## config.mk

```make
export PLATFORM = sky130hd
export DESIGN_NAME = bank_map_ctrl
export DESIGN_NICKNAME = d
export VERILOG_FILES = /design/src/rtl/bmc_pkg.sv /design/src/rtl/bmc_wr_fsm.sv /design/src/rtl/bmc_regs.sv /design/src/rtl/bmc_xlate.sv /design/src/rtl/bank_map_ctrl.sv
export SDC_FILE = /design/constraint.sdc
export NUM_CORES = 1
export LEC_CHECK = 0
export CORE_MARGIN = 2
export CORE_UTILIZATION = 40
export CTS_CLUSTER_DIAMETER = 150
export CTS_CLUSTER_SIZE = 30
export DETAILED_ROUTE_END_ITERATION = 8
export PLACE_DENSITY = 0.72
export RECOVER_POWER = 50
export SYNTH_ARGS = -nofsm -noshare
export SYNTH_HDL_FRONTEND = slang
export SYNTH_HIERARCHICAL = 1
export SYNTH_SLANG_ARGS = --single-unit
export TNS_END_PERCENT = 5
```

## constraint.sdc

```tcl
create_clock -name clk -period 5.7 [get_ports clk]
set_input_delay 1.71 -clock clk [delete_from_list [all_inputs] [get_ports clk]]
set_output_delay 1.71 -clock clk [all_outputs]
set_load 0.02 [all_outputs]
```

## src/rtl/bmc_pkg.sv

```systemverilog
package bmc_pkg;

    localparam int NUM_PRG_SW  = 3;
    localparam int NUM_CHR_SW  = 8;
    localparam int PRG_OFF_W   = 13;
    localparam int CHR_OFF_W   = 10;

    typedef enum logic [1:0] {
        MIR_HORZ  = 2'd0,
        MIR_VERT  = 2'd1,
        MIR_ONE_A = 2'd2,
        MIR_ONE_B = 2'd3
    } mirror_e;

    typedef enum logic [1:0] {
        RAM_OFF = 2'd0,
        RAM_RD  = 2'd1,
        RAM_RW  = 2'd2
    } ram_acc_e;

    typedef enum logic [1:0] {
        ST_BOOT = 2'd0,
        ST_IDLE = 2'd1,
        ST_HOLD = 2'd2
    } wr_state_e;

    typedef enum logic [2:0] {
        REG_NONE   = 3'd0,
        REG_PRG    = 3'd1,
        REG_CHR    = 3'd2,
        REG_RAMACC = 3'd3,
        REG_MIRROR = 3'd4
    } reg_kind_e;

    typedef struct packed {
        reg_kind_e  kind;
        logic [2:0] idx;
        logic       hi;
    } reg_sel_t;

    // key = {addr[15:12], addr[1:0]}
    function automatic reg_sel_t decode_key(input logic [5:0] key);
        reg_sel_t   s;
        logic [3:0] pg;
        pg     = key[5:2];
        s.kind = REG_NONE;
        s.idx  = 3'd0;
        s.hi   = key[0];
        case (pg)
            4'h8: begin
                s.kind = REG_PRG;
                s.idx  = {2'b00, key[1]};
            end
            4'h9: begin
                if (!key[1]) begin
                    s.kind = REG_PRG;
                    s.idx  = 3'd2;
                end else if (!key[0]) begin
                    s.kind = REG_RAMACC;
                end
            end
            4'hA, 4'hB, 4'hC, 4'hD: begin
                s.kind = REG_CHR;
                s.idx  = 3'({pg[2:0] - 3'd2, key[1]});
            end
            4'hF: begin
                if (key[1:0] == 2'b10) s.kind = REG_MIRROR;
            end
            default: ;
        endcase
        return s;
    endfunction

endpackage

```

## src/rtl/bmc_wr_fsm.sv

```systemverilog
module bmc_wr_fsm
    import bmc_pkg::*;
(
    input  logic clk,
    input  logic rst_n,
    input  logic cpu_wr,
    output logic commit
);

    wr_state_e state_q, state_d;

    always_ff @(posedge clk or negedge rst_n) begin
        if (!rst_n) state_q <= ST_BOOT;
        else        state_q <= state_d;
    end

    always_comb begin
        state_d = state_q;
        unique case (state_q)
            ST_BOOT: state_d = cpu_wr ? ST_HOLD : ST_IDLE;
            ST_IDLE: if (cpu_wr)  state_d = ST_HOLD;
            ST_HOLD: if (!cpu_wr) state_d = ST_IDLE;
            default: state_d = ST_BOOT;
        endcase
    end

    always_comb begin
        commit = (state_q == ST_IDLE) && cpu_wr;
    end

    assert_single_commit_R10: assert property (@(posedge clk) disable iff (!rst_n)
        commit |=> !commit);

    assert_hold_while_strobe_R10: assert property (@(posedge clk) disable iff (!rst_n)
        (state_q == ST_HOLD && cpu_wr) |=> (state_q == ST_HOLD));

endmodule

```

## src/rtl/bmc_regs.sv

```systemverilog
module bmc_regs
    import bmc_pkg::*;
(
    input  logic                             clk,
    input  logic                             rst_n,
    input  logic                             soft_rst,
    input  logic                             commit,
    input  logic [5:0]                       reg_key,
    input  logic [3:0]                       nib,
    output logic [NUM_PRG_SW-1:0][7:0]       prg_bank,
    output logic [NUM_CHR_SW-1:0][7:0]       chr_bank,
    output ram_acc_e                         ram_acc,
    output mirror_e                          mirror
);

    reg_sel_t sel;
    logic     wr_ok;

    always_comb begin
        sel   = decode_key(reg_key);
        wr_ok = commit && !soft_rst;
    end

    for (genvar g = 0; g < NUM_PRG_SW; g++) begin : g_prg
        logic [7:0] bank_q;
        logic       hit;
        assign hit = wr_ok && (sel.kind == REG_PRG) && (sel.idx == 3'(g));
        always_ff @(posedge clk or negedge rst_n) begin
            if (!rst_n) begin
                bank_q <= 8'd0;
            end else if (hit) begin
                if (sel.hi) bank_q[7:4] <= nib;
                else        bank_q[3:0] <= nib;
            end
        end
        assign prg_bank[g] = bank_q;

        assert_prg_keep_high_R3: assert property (@(posedge clk) disable iff (!rst_n)
            (hit && !sel.hi) |=> (prg_bank[g][7:4] == $past(prg_bank[g][7:4])));
        assert_prg_keep_low_R3: assert property (@(posedge clk) disable iff (!rst_n)
            (hit && sel.hi) |=> (prg_bank[g][3:0] == $past(prg_bank[g][3:0])));
        assert_prg_soft_keeps_R12: assert property (@(posedge clk) disable iff (!rst_n)
            soft_rst |=> $stable(prg_bank[g]));
    end

    for (genvar g = 0; g < NUM_CHR_SW; g++) begin : g_chr
        logic [7:0] bank_q;
        logic       hit;
        assign hit = wr_ok && (sel.kind == REG_CHR) && (sel.idx == 3'(g));
        always_ff @(posedge clk or negedge rst_n) begin
            if (!rst_n) begin
                bank_q <= 8'd0;
            end else if (hit) begin
                if (sel.hi) bank_q[7:4] <= nib;
                else        bank_q[3:0] <= nib;
            end
        end
        assign chr_bank[g] = bank_q;

        assert_chr_keep_half_R3: assert property (@(posedge clk) disable iff (!rst_n)
            (hit && !sel.hi) |=> (chr_bank[g][7:4] == $past(chr_bank[g][7:4])));
    end

    always_ff @(posedge clk or negedge rst_n) begin
        if (!rst_n) begin
            ram_acc <= RAM_OFF;
            mirror  <= MIR_HORZ;
        end else if (soft_rst) begin
            ram_acc <= RAM_OFF;
            mirror  <= MIR_HORZ;
        end else if (commit) begin
            if (sel.kind == REG_RAMACC)
                ram_acc <= !nib[0] ? RAM_OFF : (nib[1] ? RAM_RW : RAM_RD);
            if (sel.kind == REG_MIRROR)
                mirror <= mirror_e'(nib[1:0]);
        end
    end

    assert_soft_clears_R12: assert property (@(posedge clk) disable iff (!rst_n)
        soft_rst |=> (ram_acc == RAM_OFF && mirror == MIR_HORZ));

    assert_mirror_hold_R8: assert property (@(posedge clk) disable iff (!rst_n)
        (!soft_rst && !(commit && sel.kind == REG_MIRROR)) |=> $stable(mirror));

endmodule

```

## src/rtl/bmc_xlate.sv

```systemverilog
module bmc_xlate
    import bmc_pkg::*;
#(
    parameter int PRG_PAGES = 32,
    parameter int CHR_PAGES = 128,
    localparam int PRG_PW   = $clog2(PRG_PAGES),
    localparam int CHR_PW   = $clog2(CHR_PAGES),
    localparam int PRG_AW   = PRG_PW + PRG_OFF_W,
    localparam int CHR_AW   = CHR_PW + CHR_OFF_W
)(
    input  logic [15:0]                  cpu_addr,
    input  logic                         cpu_rd,
    input  logic                         cpu_wr,
    input  logic [13:0]                  vid_addr,
    input  logic [NUM_PRG_SW-1:0][7:0]   prg_bank,
    input  logic [NUM_CHR_SW-1:0][7:0]   chr_bank,
    input  ram_acc_e                     ram_acc,
    output logic [PRG_AW-1:0]            prg_rom_addr,
    output logic                         prg_rom_cs,
    output logic [PRG_OFF_W-1:0]         ram_addr,
    output logic                         ram_cs,
    output logic                         ram_we,
    output logic [CHR_AW-1:0]            chr_rom_addr,
    output logic                         chr_rom_cs
);

    localparam int FIX_PAGE = PRG_PAGES - 1;

    logic [7:0] win_bank;
    logic [8:0] prg_fold;
    logic [7:0] chr_sel;
    logic [8:0] chr_fold;
    logic       in_ram;

    always_comb begin
        unique case (cpu_addr[14:13])
            2'd0:    win_bank = prg_bank[0];
            2'd1:    win_bank = prg_bank[1];
            2'd2:    win_bank = prg_bank[2];
            default: win_bank = 8'(FIX_PAGE);
        endcase
        prg_fold     = {1'b0, win_bank} % 9'(PRG_PAGES);
        prg_rom_addr = {PRG_PW'(prg_fold), cpu_addr[PRG_OFF_W-1:0]};
        prg_rom_cs   = cpu_addr[15] && cpu_rd;
    end

    always_comb begin
        in_ram   = (cpu_addr[15:13] == 3'b011);
        ram_addr = cpu_addr[PRG_OFF_W-1:0];
        ram_we   = in_ram && cpu_wr && (ram_acc == RAM_RW);
        ram_cs   = in_ram && ((cpu_rd && ram_acc != RAM_OFF) ||
                              (cpu_wr && ram_acc == RAM_RW));
    end

    always_comb begin
        chr_sel      = chr_bank[vid_addr[12:10]];
        chr_fold     = {1'b0, chr_sel} % 9'(CHR_PAGES);
        chr_rom_addr = {CHR_PW'(chr_fold), vid_addr[CHR_OFF_W-1:0]};
        chr_rom_cs   = !vid_addr[13];
    end

endmodule

```

## src/rtl/bank_map_ctrl.sv

```systemverilog
module bank_map_ctrl
    import bmc_pkg::*;
#(
    parameter int PRG_PAGES = 32,
    parameter int CHR_PAGES = 128,
    localparam int PRG_AW   = $clog2(PRG_PAGES) + PRG_OFF_W,
    localparam int CHR_AW   = $clog2(CHR_PAGES) + CHR_OFF_W
)(
    input  logic                 clk,
    input  logic                 rst_n,
    input  logic                 soft_rst,
    input  logic [15:0]          cpu_addr,
    input  logic [7:0]           cpu_data,
    input  logic                 cpu_wr,
    input  logic                 cpu_rd,
    input  logic [13:0]          vid_addr,
    output logic [PRG_AW-1:0]    prg_rom_addr,
    output logic                 prg_rom_cs,
    output logic [PRG_OFF_W-1:0] ram_addr,
    output logic                 ram_cs,
    output logic                 ram_we,
    output logic [CHR_AW-1:0]    chr_rom_addr,
    output logic                 chr_rom_cs,
    output logic [1:0]           mirror_mode
);

    logic                       commit;
    logic [NUM_PRG_SW-1:0][7:0] prg_bank;
    logic [NUM_CHR_SW-1:0][7:0] chr_bank;
    ram_acc_e                   ram_acc;
    mirror_e                    mirror;
    logic                       unused_data_hi;

    assign unused_data_hi = ^cpu_data[7:4];

    bmc_wr_fsm u_fsm (
        .clk    (clk),
        .rst_n  (rst_n),
        .cpu_wr (cpu_wr),
        .commit (commit)
    );

    bmc_regs u_regs (
        .clk      (clk),
        .rst_n    (rst_n),
        .soft_rst (soft_rst),
        .commit   (commit),
        .reg_key  ({cpu_addr[15:12], cpu_addr[1:0]}),
        .nib      (cpu_data[3:0]),
        .prg_bank (prg_bank),
        .chr_bank (chr_bank),
        .ram_acc  (ram_acc),
        .mirror   (mirror)
    );

    bmc_xlate #(
        .PRG_PAGES (PRG_PAGES),
        .CHR_PAGES (CHR_PAGES)
    ) u_xlate (
        .cpu_addr     (cpu_addr),
        .cpu_rd       (cpu_rd),
        .cpu_wr       (cpu_wr),
        .vid_addr     (vid_addr),
        .prg_bank     (prg_bank),
        .chr_bank     (chr_bank),
        .ram_acc      (ram_acc),
        .prg_rom_addr (prg_rom_addr),
        .prg_rom_cs   (prg_rom_cs),
        .ram_addr     (ram_addr),
        .ram_cs       (ram_cs),
        .ram_we       (ram_we),
        .chr_rom_addr (chr_rom_addr),
        .chr_rom_cs   (chr_rom_cs)
    );

    assign mirror_mode = mirror;

    assert_ram_write_needs_rw_R7: assert property (@(posedge clk) disable iff (!rst_n)
        ram_we |-> (ram_acc == RAM_RW));

    assert_rom_ram_exclusive_R6: assert property (@(posedge clk) disable iff (!rst_n)
        !(prg_rom_cs && ram_cs));

    assert_ram_off_no_select_R6: assert property (@(posedge clk) disable iff (!rst_n)
        (ram_acc == RAM_OFF) |-> !ram_cs);

endmodule

```

==> PnR_summary.wiki, run 1 <==
{| class="wikitable"
! Metric !! Value
|-
| Count of nets after finishing || 340
|-
| Yosys warning count || 6
|-
| Total Routing Usage GR || 0.150
|-
| Clk Latency, worst-skew pair || 350 ps
|-
| Pin count of the biggest net entering global routing || 49
|-
| CP Class || in -> out
|-
| Crit start category || primary input
|-
| Total wire length || 7630 um
|-
| Number of global-route vias before repair || 2488
|-
| Headroom to the max-slew limit || -0.712
|-
| Total Die Area || 11000 um^2
|-
| Final hold violation count || 0
|-
| Root Buffer Master || sky130_fd_sc_hd__clkbuf_8
|-
| Sum of internal, switching and leakage power || 1.08 mW
|-
| Post-layout util || 0.456
|-
| Hold buffer count at cts || 0
|-
| Maximum fanout count along the critical path || 14
|-
| Run status || finished, violations left
|-
| Post-route antenna net violation count || 0
|-
| Iter 0 DRT Violations || 74
|-
| H-tree levels || 3
|-
| Final sum of negative setup slack || 0 ps
|-
| Via count normalized by instance count || 5.34
|-
| Violated checks || max-capacitance violations, max-slew violations
|-
| Post-layout instance area || 4480 um^2
|-
| Clock-pin slew on the worst setup and hold paths || 70 ps
|-
| Time the final worst path needs with I/O delays and setup || 5540 ps
|-
| Min-Delay Path Class || reg -> reg
|-
| CTS tree || yes
|-
| Actual transition at the worst max-transition pin || 2570 ps
|-
| Routed WL per cell || 17.6 um
|-
| Fill cells || 928
|-
| Width of the die || 105 um
|-
| Worst hold slack || 454 ps
|-
| Wire length of the first global-routing pass || 12900 um
|-
| Number of clock sinks || 77
|-
| Maximum number of buffers from clock root to sink || 2
|-
| Number of core rows || 36
|-
| Largest stage delay on the critical path || 610 ps
|-
| Instance area after placement || 4310 um^2
|-
| Height of the die || 105 um
|-
| Number of port buffers || 42
|-
| Maximum clock frequency || 181 MHz
|-
| Post-Syn Instances || 295
|-
| Setup repair bufs after CTS || 0
|-
| Number of optimization iterations in the first detailed-route pass || 4
|-
| Placer Congestion || 0.743
|-
| Antenna diodes || 0
|-
| Cell repeated most along the worst path || sky130_fd_sc_hd__clkdlybuf4s50_1
|-
| # DRC || 0
|-
| Summed instance area of the synthesized netlist || 4060 um^2
|-
| Total gr overflow || 0
|-
| Number of cells upsized or downsized after cts || 0
|-
| Syn_area_per_cell || 13.8 um^2
|-
| Data required time at the worst endpoint || 3990 ps
|-
| Synthesized net count || 338
|-
| Static Leak || 2.17 nW
|-
| Core ar. || 9820 um^2
|-
| Initial antenna violation count || 0
|-
| Initial Utilization || 0.414
|-
| Number of buffers created by CTS || 9
|-
| Pwr per Cell Area || 240 nW/um^2
|-
| Max-cap violation count || 2
|-
| # setup viols final || 0
|-
| Total number of vias || 2319
|-
| Number of placed I/O pins || 97
|-
| Pins over their slew limit || 80
|-
| Worst setup EP type || output port
|-
| Fraction of layout instances using a drive strength above 1 || 0.355
|-
| Cells along the critical path || clkdlybuf4s50_1 > buf_12 > mux4_1 > mux2_2 > clkdlybuf4s50_1
|-
| Signal arrival time at the worst endpoint || 3830 ps
|-
| Slowest cell on crit path || sky130_fd_sc_hd__mux4_1
|-
| Detailed placer's ending HPWL || 5290 um
|-
| Setup repair after global routing missed its margin || false
|-
| Area added between synthesis and finish || 10.2%
|-
| Share of the cycle needed by the critical path after routing || 0.971
|-
| Worst clock skew on the final layout || 10.1 ps
|-
| Peak VDD IR || 0.000168 V
|}
==> critical path, delay by kind of cell <==
kind | cells | cell delay, ps
buf+inv | 3 | 1210
mux | 2 | 890
==> layout by cell type, fill, tap and decap left out, drive strengths merged <==
cell type,n
a21oi,3
nand2,16
mux4,14
mux2,83
nand4,1
nand2b,5
nor4b,1
and2b,1
mux2i,2
and3,2
clkinv,3
nor3,5
or4,2
or3,1
inv,1
nor4,1
dlygate4sd3,4
nand4b,2
and2,2
a21boi,2
o22a,5
clkbuf,13
dfrtp,77
nand4bb,1
buf,3
nand3b,1
clkdlybuf4s50,37
nor2,4
bufinv,1
and3b,4
nor2b,1
o221a,1
o21ai,1
nand3,1
==> layout make-up <==
type | count | area [um^2] | share of cell area
flip-flops and latches | 77 | 1930 | 0.430
multi-input cells | 162 | 1740 | 0.388
repair buffers | 46 | 453 | 0.101
well taps | 133 | 166 | 0.0372
clock buffers | 11 | 141 | 0.0316
clock inverters | 4 | 48.8 | 0.0109
inverters | 1 | 3.75 | 0.000838
==> sequential cells by signal, summed over array words and instances, names as in the netlist <==
name	count
u_regs/g_prg.bank_q	15
u_fsm/state_q	2
u_regs/ram_acc	2
u_regs/g_chr.bank_q	56
u_regs/mirror	2
==> per-stage QoR <==
step / cells / worst slack [ps]
global placement: 419 / 170
floorplan: 295 / 1210
detailed placement: 419 / 162
finish: 434 / 164
CTS: 434 / 148
global route: 434 / 127
==> power by group <==
part | internal (mW) | leakage (nW) | switching [mW] | total, mW
clock network | 0.211 | 0.0992 | 0.187 | 0.398
registers | 0.561 | 1.07 | 0.00703 | 0.568
logic | 0.0523 | 1.00 | 0.0565 | 0.109
==> routing by layer <==
metal | share of wire | vias up | track usage
li1 | - | 1044 | -
met5 | 0 | - | 0
met3 | 0.063 | 16 | 0.0474
met2 | 0.47 | 61 | 0.240
met4 | 0.016 | 0 | 0.0505
met1 | 0.45 | 1198 | 0.195
==> worst paths after layout <==
check | startpoint | to | slack [ps] | depth (start not counted)
setup / recovery | vid_addr[10] | chr_rom_addr[14] | 160 | 5
hold / removal | u_fsm/state_q[1] | u_fsm/state_q[0] | 450 | 1
setup reg to reg | u_fsm/state_q[1] | u_regs/g_prg[2].bank_q[4] | 3640 | 5
hold reg to reg | u_fsm/state_q[1] | u_fsm/state_q[0] | 450 | 1
max in group asynchronous | rst_n | u_regs/g_chr[4].bank_q[2] | 1130 | 2
min in group asynchronous | rst_n | u_regs/g_chr[3].bank_q[2] | 2160 | 1
No activity file was read; power rests on OpenSTA's default activity.
==> inputs of run 2 (changes only) <==
--- a/config.mk
+++ b/config.mk
@@ -5,13 +5,13 @@
 export SDC_FILE = /design/constraint.sdc
 export NUM_CORES = 1
 export LEC_CHECK = 0
+export CORE_ASPECT_RATIO = 0.8
 export CORE_MARGIN = 2
 export CORE_UTILIZATION = 40
 export CTS_CLUSTER_DIAMETER = 150
 export CTS_CLUSTER_SIZE = 30
 export DETAILED_ROUTE_END_ITERATION = 8
 export PLACE_DENSITY = 0.72
-export RECOVER_POWER = 50
 export SYNTH_ARGS = -nofsm -noshare
 export SYNTH_HDL_FRONTEND = slang
 export SYNTH_HIERARCHICAL = 1
==> run 2 against run 1 <==
  * The run now ends clean
  * Critical endpoint is now chr_rom_addr[16]
  * Critical path depth did not move
  * Register-to-register slack about the same
  * Count of clock-buffer cells in the layout down 1
  * First-iteration DRC count fell by 11%
==> PnR_summary.wiki, run 2 (synthesis gave the netlist of run 1 again) <==
{| class="wikitable"
! Metric !! Value
|-
| Run status || complete, no violations
|-
| Time the final worst path needs with I/O delays and setup || 5530 ps
|-
| Number of global-route vias before repair || 2396
|-
| Sequential power share || 0.453
|-
| Post-route antenna net violation count || 0
|-
| Via count normalized by instance count || 5.17
|-
| Crit start category || primary input
|-
| Initial Utilization || 0.416
|-
| Routed WL per cell || 17.0 um
|-
| Clock-pin slew on the worst setup and hold paths || 60 ps
|-
| Static Leak || 2.22 nW
|-
| Placer Congestion || 0.723
|-
| Setup repair after global routing missed its margin || false
|-
| Area added between synthesis and finish || 13.8%
|-
| Fraction of power spent switching nets || 0.228
|-
| Final sum of negative setup slack || 0 ps
|-
| Reg2Reg Launch Point || u_fsm/state_q[1]
|-
| Hold path startpoint || u_fsm/state_q[1]
|-
| Count of nets after finishing || 340
|-
| Min-Delay Path Class || reg -> reg
|-
| Number of placed I/O pins || 97
|-
| Headroom to the max-slew limit || 0.283
|-
| Number of core rows || 32
|-
| Actual transition at the worst max-transition pin || 1080 ps
|-
| CP Class || in -> out
|-
| Internal power || 0.970 mW
|-
| Number of clock sinks || 77
|-
| Total Routing Usage GR || 0.152
|-
| Register ranked first by flip-flop count || u_regs/g_chr.bank_q
|-
| Endpoint with the worst hold slack || u_fsm/state_q[1]
|-
| Number of optimization iterations in the first detailed-route pass || 4
|-
| Detailed placer's ending HPWL || 5120 um
|-
| Maximum fanout count along the critical path || 14
|-
| Clock share of power || 0.460
|-
| Worst hold stages || 1
|-
| Pin count of the biggest net entering global routing || 50
|-
| Root Buffer Master || sky130_fd_sc_hd__clkbuf_16
|-
| Maximum clock frequency || 181 MHz
|-
| Iter 0 DRT Violations || 66
|-
| Hold buffer count at cts || 0
|-
| Sw power || 0.287 mW
|-
| H-tree levels || 3
|-
| Max-cap violation count || 0
|-
| Maximum number of buffers from clock root to sink || 2
|-
| Signal arrival time at the worst endpoint || 3820 ps
|-
| Peak VDD IR || 0.000170 V
|-
| Pwr per Cell Area || 272 nW/um^2
|-
| Total Die Area || 11000 um^2
|-
| Pins over their slew limit || 0
|-
| Share of the cycle needed by the critical path after routing || 0.970
|-
| Worst clock skew on the final layout || 5.02 ps
|-
| Commonest cells after routing, fill and taps aside || 83 x sky130_fd_sc_hd__mux2_2, 77 x sky130_fd_sc_hd__dfrtp_1, 41 x sky130_fd_sc_hd__clkdlybuf4s50_1
|-
| R2R cell count || 5
|-
| Layout Cells excl Fill || 438
|-
| Largest registers || u_regs/g_chr.bank_q (56), u_regs/g_prg.bank_q (15)
|-
| Clk Latency, worst-skew pair || 330 ps
|-
| Number of buffers created by CTS || 9
|-
| # setup viols final || 0
|-
| Wire length of the first global-routing pass || 12600 um
|-
| CTS tree || yes
|-
| Final hold violation count || 0
|-
| Total gr overflow || 0
|-
| Total number of vias || 2263
|-
| Number of cells upsized or downsized after cts || 0
|-
| Number of cells after detailed placement || 422
|-
| Core ar. || 9770 um^2
|-
| Antenna diodes || 0
|-
| Worst setup slack for register-to-register paths || 3650 ps
|-
| Number of flip-flops under the largest register name || 56
|-
| Most common cell after layout, fill and taps aside || sky130_fd_sc_hd__mux2_2
|-
| Height of the die || 94.2 um
|-
| Number of port buffers || 42
|-
| Fraction of layout instances using a drive strength above 1 || 0.371
|-
| Width of the die || 117 um
|-
| Initial antenna violation count || 0
|-
| Worst setup EP type || output port
|-
| Total wire length || 7430 um
|-
| Fraction of power consumed by combinational cells || 0.088
|-
| # DRC || 0
|-
| Data required time at the worst endpoint || 3990 ps
|-
| Capture point of the worst reg-to-reg path || u_regs/g_chr[4].bank_q[2]
|-
| Setup repair bufs after CTS || 0
|}
-- run 2: changes by cell type in the layout (fill, tap and decap cells not counted), moves of 3 or more --
cell / previous run / this run
sky130_fd_sc_hd__clkbuf_1: 3 / 0
sky130_fd_sc_hd__dlygate4sd3_1: 4 / 0
sky130_fd_sc_hd__clkbuf_16: 0 / 9
sky130_fd_sc_hd__clkdlybuf4s50_1: 37 / 41
sky130_fd_sc_hd__clkbuf_8: 10 / 1
-- run 2: final cells by class --
type	count	area, um^2
Clock inverter	6	71.3
Tap cell	136	170
Clock buffer	10	239
Inverter	1	3.75
Sequential cell	77	1930
Timing Repair Buffer	46	458
Fill cell	892	5150
Multi-Input combinational cell	162	1750
-- run 2: routing by layer --
metal | routed length, um | global-route usage | share of wire
met1 | 3670 | 0.210 | 0.49
met2 | 3300 | 0.231 | 0.44
met3 | 379 | 0.0471 | 0.051
met4 | 87 | 0.0461 | 0.012
met5 | 0 | 0 | 0
-- run 2: power groups by stage --
stage,clock network (mW),logic (mW),registers [mW]
finish,0.577,0.110,0.569
global route,0.621,0.121,0.570
CTS,0.592,0.112,0.569
detailed placement,0,0.111,0.579
global placement,0,0.109,0.578
floorplan,0,0.0953,0.576
-- run 2: worst max-delay path, stage by stage --
cell and delay (ps):
sky130_fd_sc_hd__clkdlybuf4s50_1 500, sky130_fd_sc_hd__buf_12 170, sky130_fd_sc_hd__mux4_1 610, sky130_fd_sc_hd__mux2_2 290
sky130_fd_sc_hd__clkdlybuf4s50_1 540
-- run 2: per-stage QoR --
stage / hold slack, ps / utilization / power [mW] / setup WS (ps) / instance area [um^2]
floorplan: 427 / - / 0.672 / 1210 / 4060
global placement: 446 / 0.441 / 0.687 / 181 / 4310
detailed placement: 456 / 0.441 / 0.690 / 192 / 4310
CTS: 465 / 0.473 / 1.27 / 185 / 4620
global route: 484 / 0.473 / 1.31 / 114 / 4620
finish: 460 / 0.473 / 1.26 / 171 / 4620
-- run 2: how the worst max path moves through the flow --
stage / slack [ps] / start / cells past startpoint / endpoint
after floorplan: 1210 / vid_addr[10] / 4 / chr_rom_addr[10]
after global placement: 180 / vid_addr[10] / 5 / chr_rom_addr[14]
after detailed placement: 190 / vid_addr[10] / 5 / chr_rom_addr[12]
after CTS: 180 / vid_addr[10] / 5 / chr_rom_addr[12]
after global routing: 110 / vid_addr[10] / 5 / chr_rom_addr[10]
final: 170 / vid_addr[10] / 5 / chr_rom_addr[16]
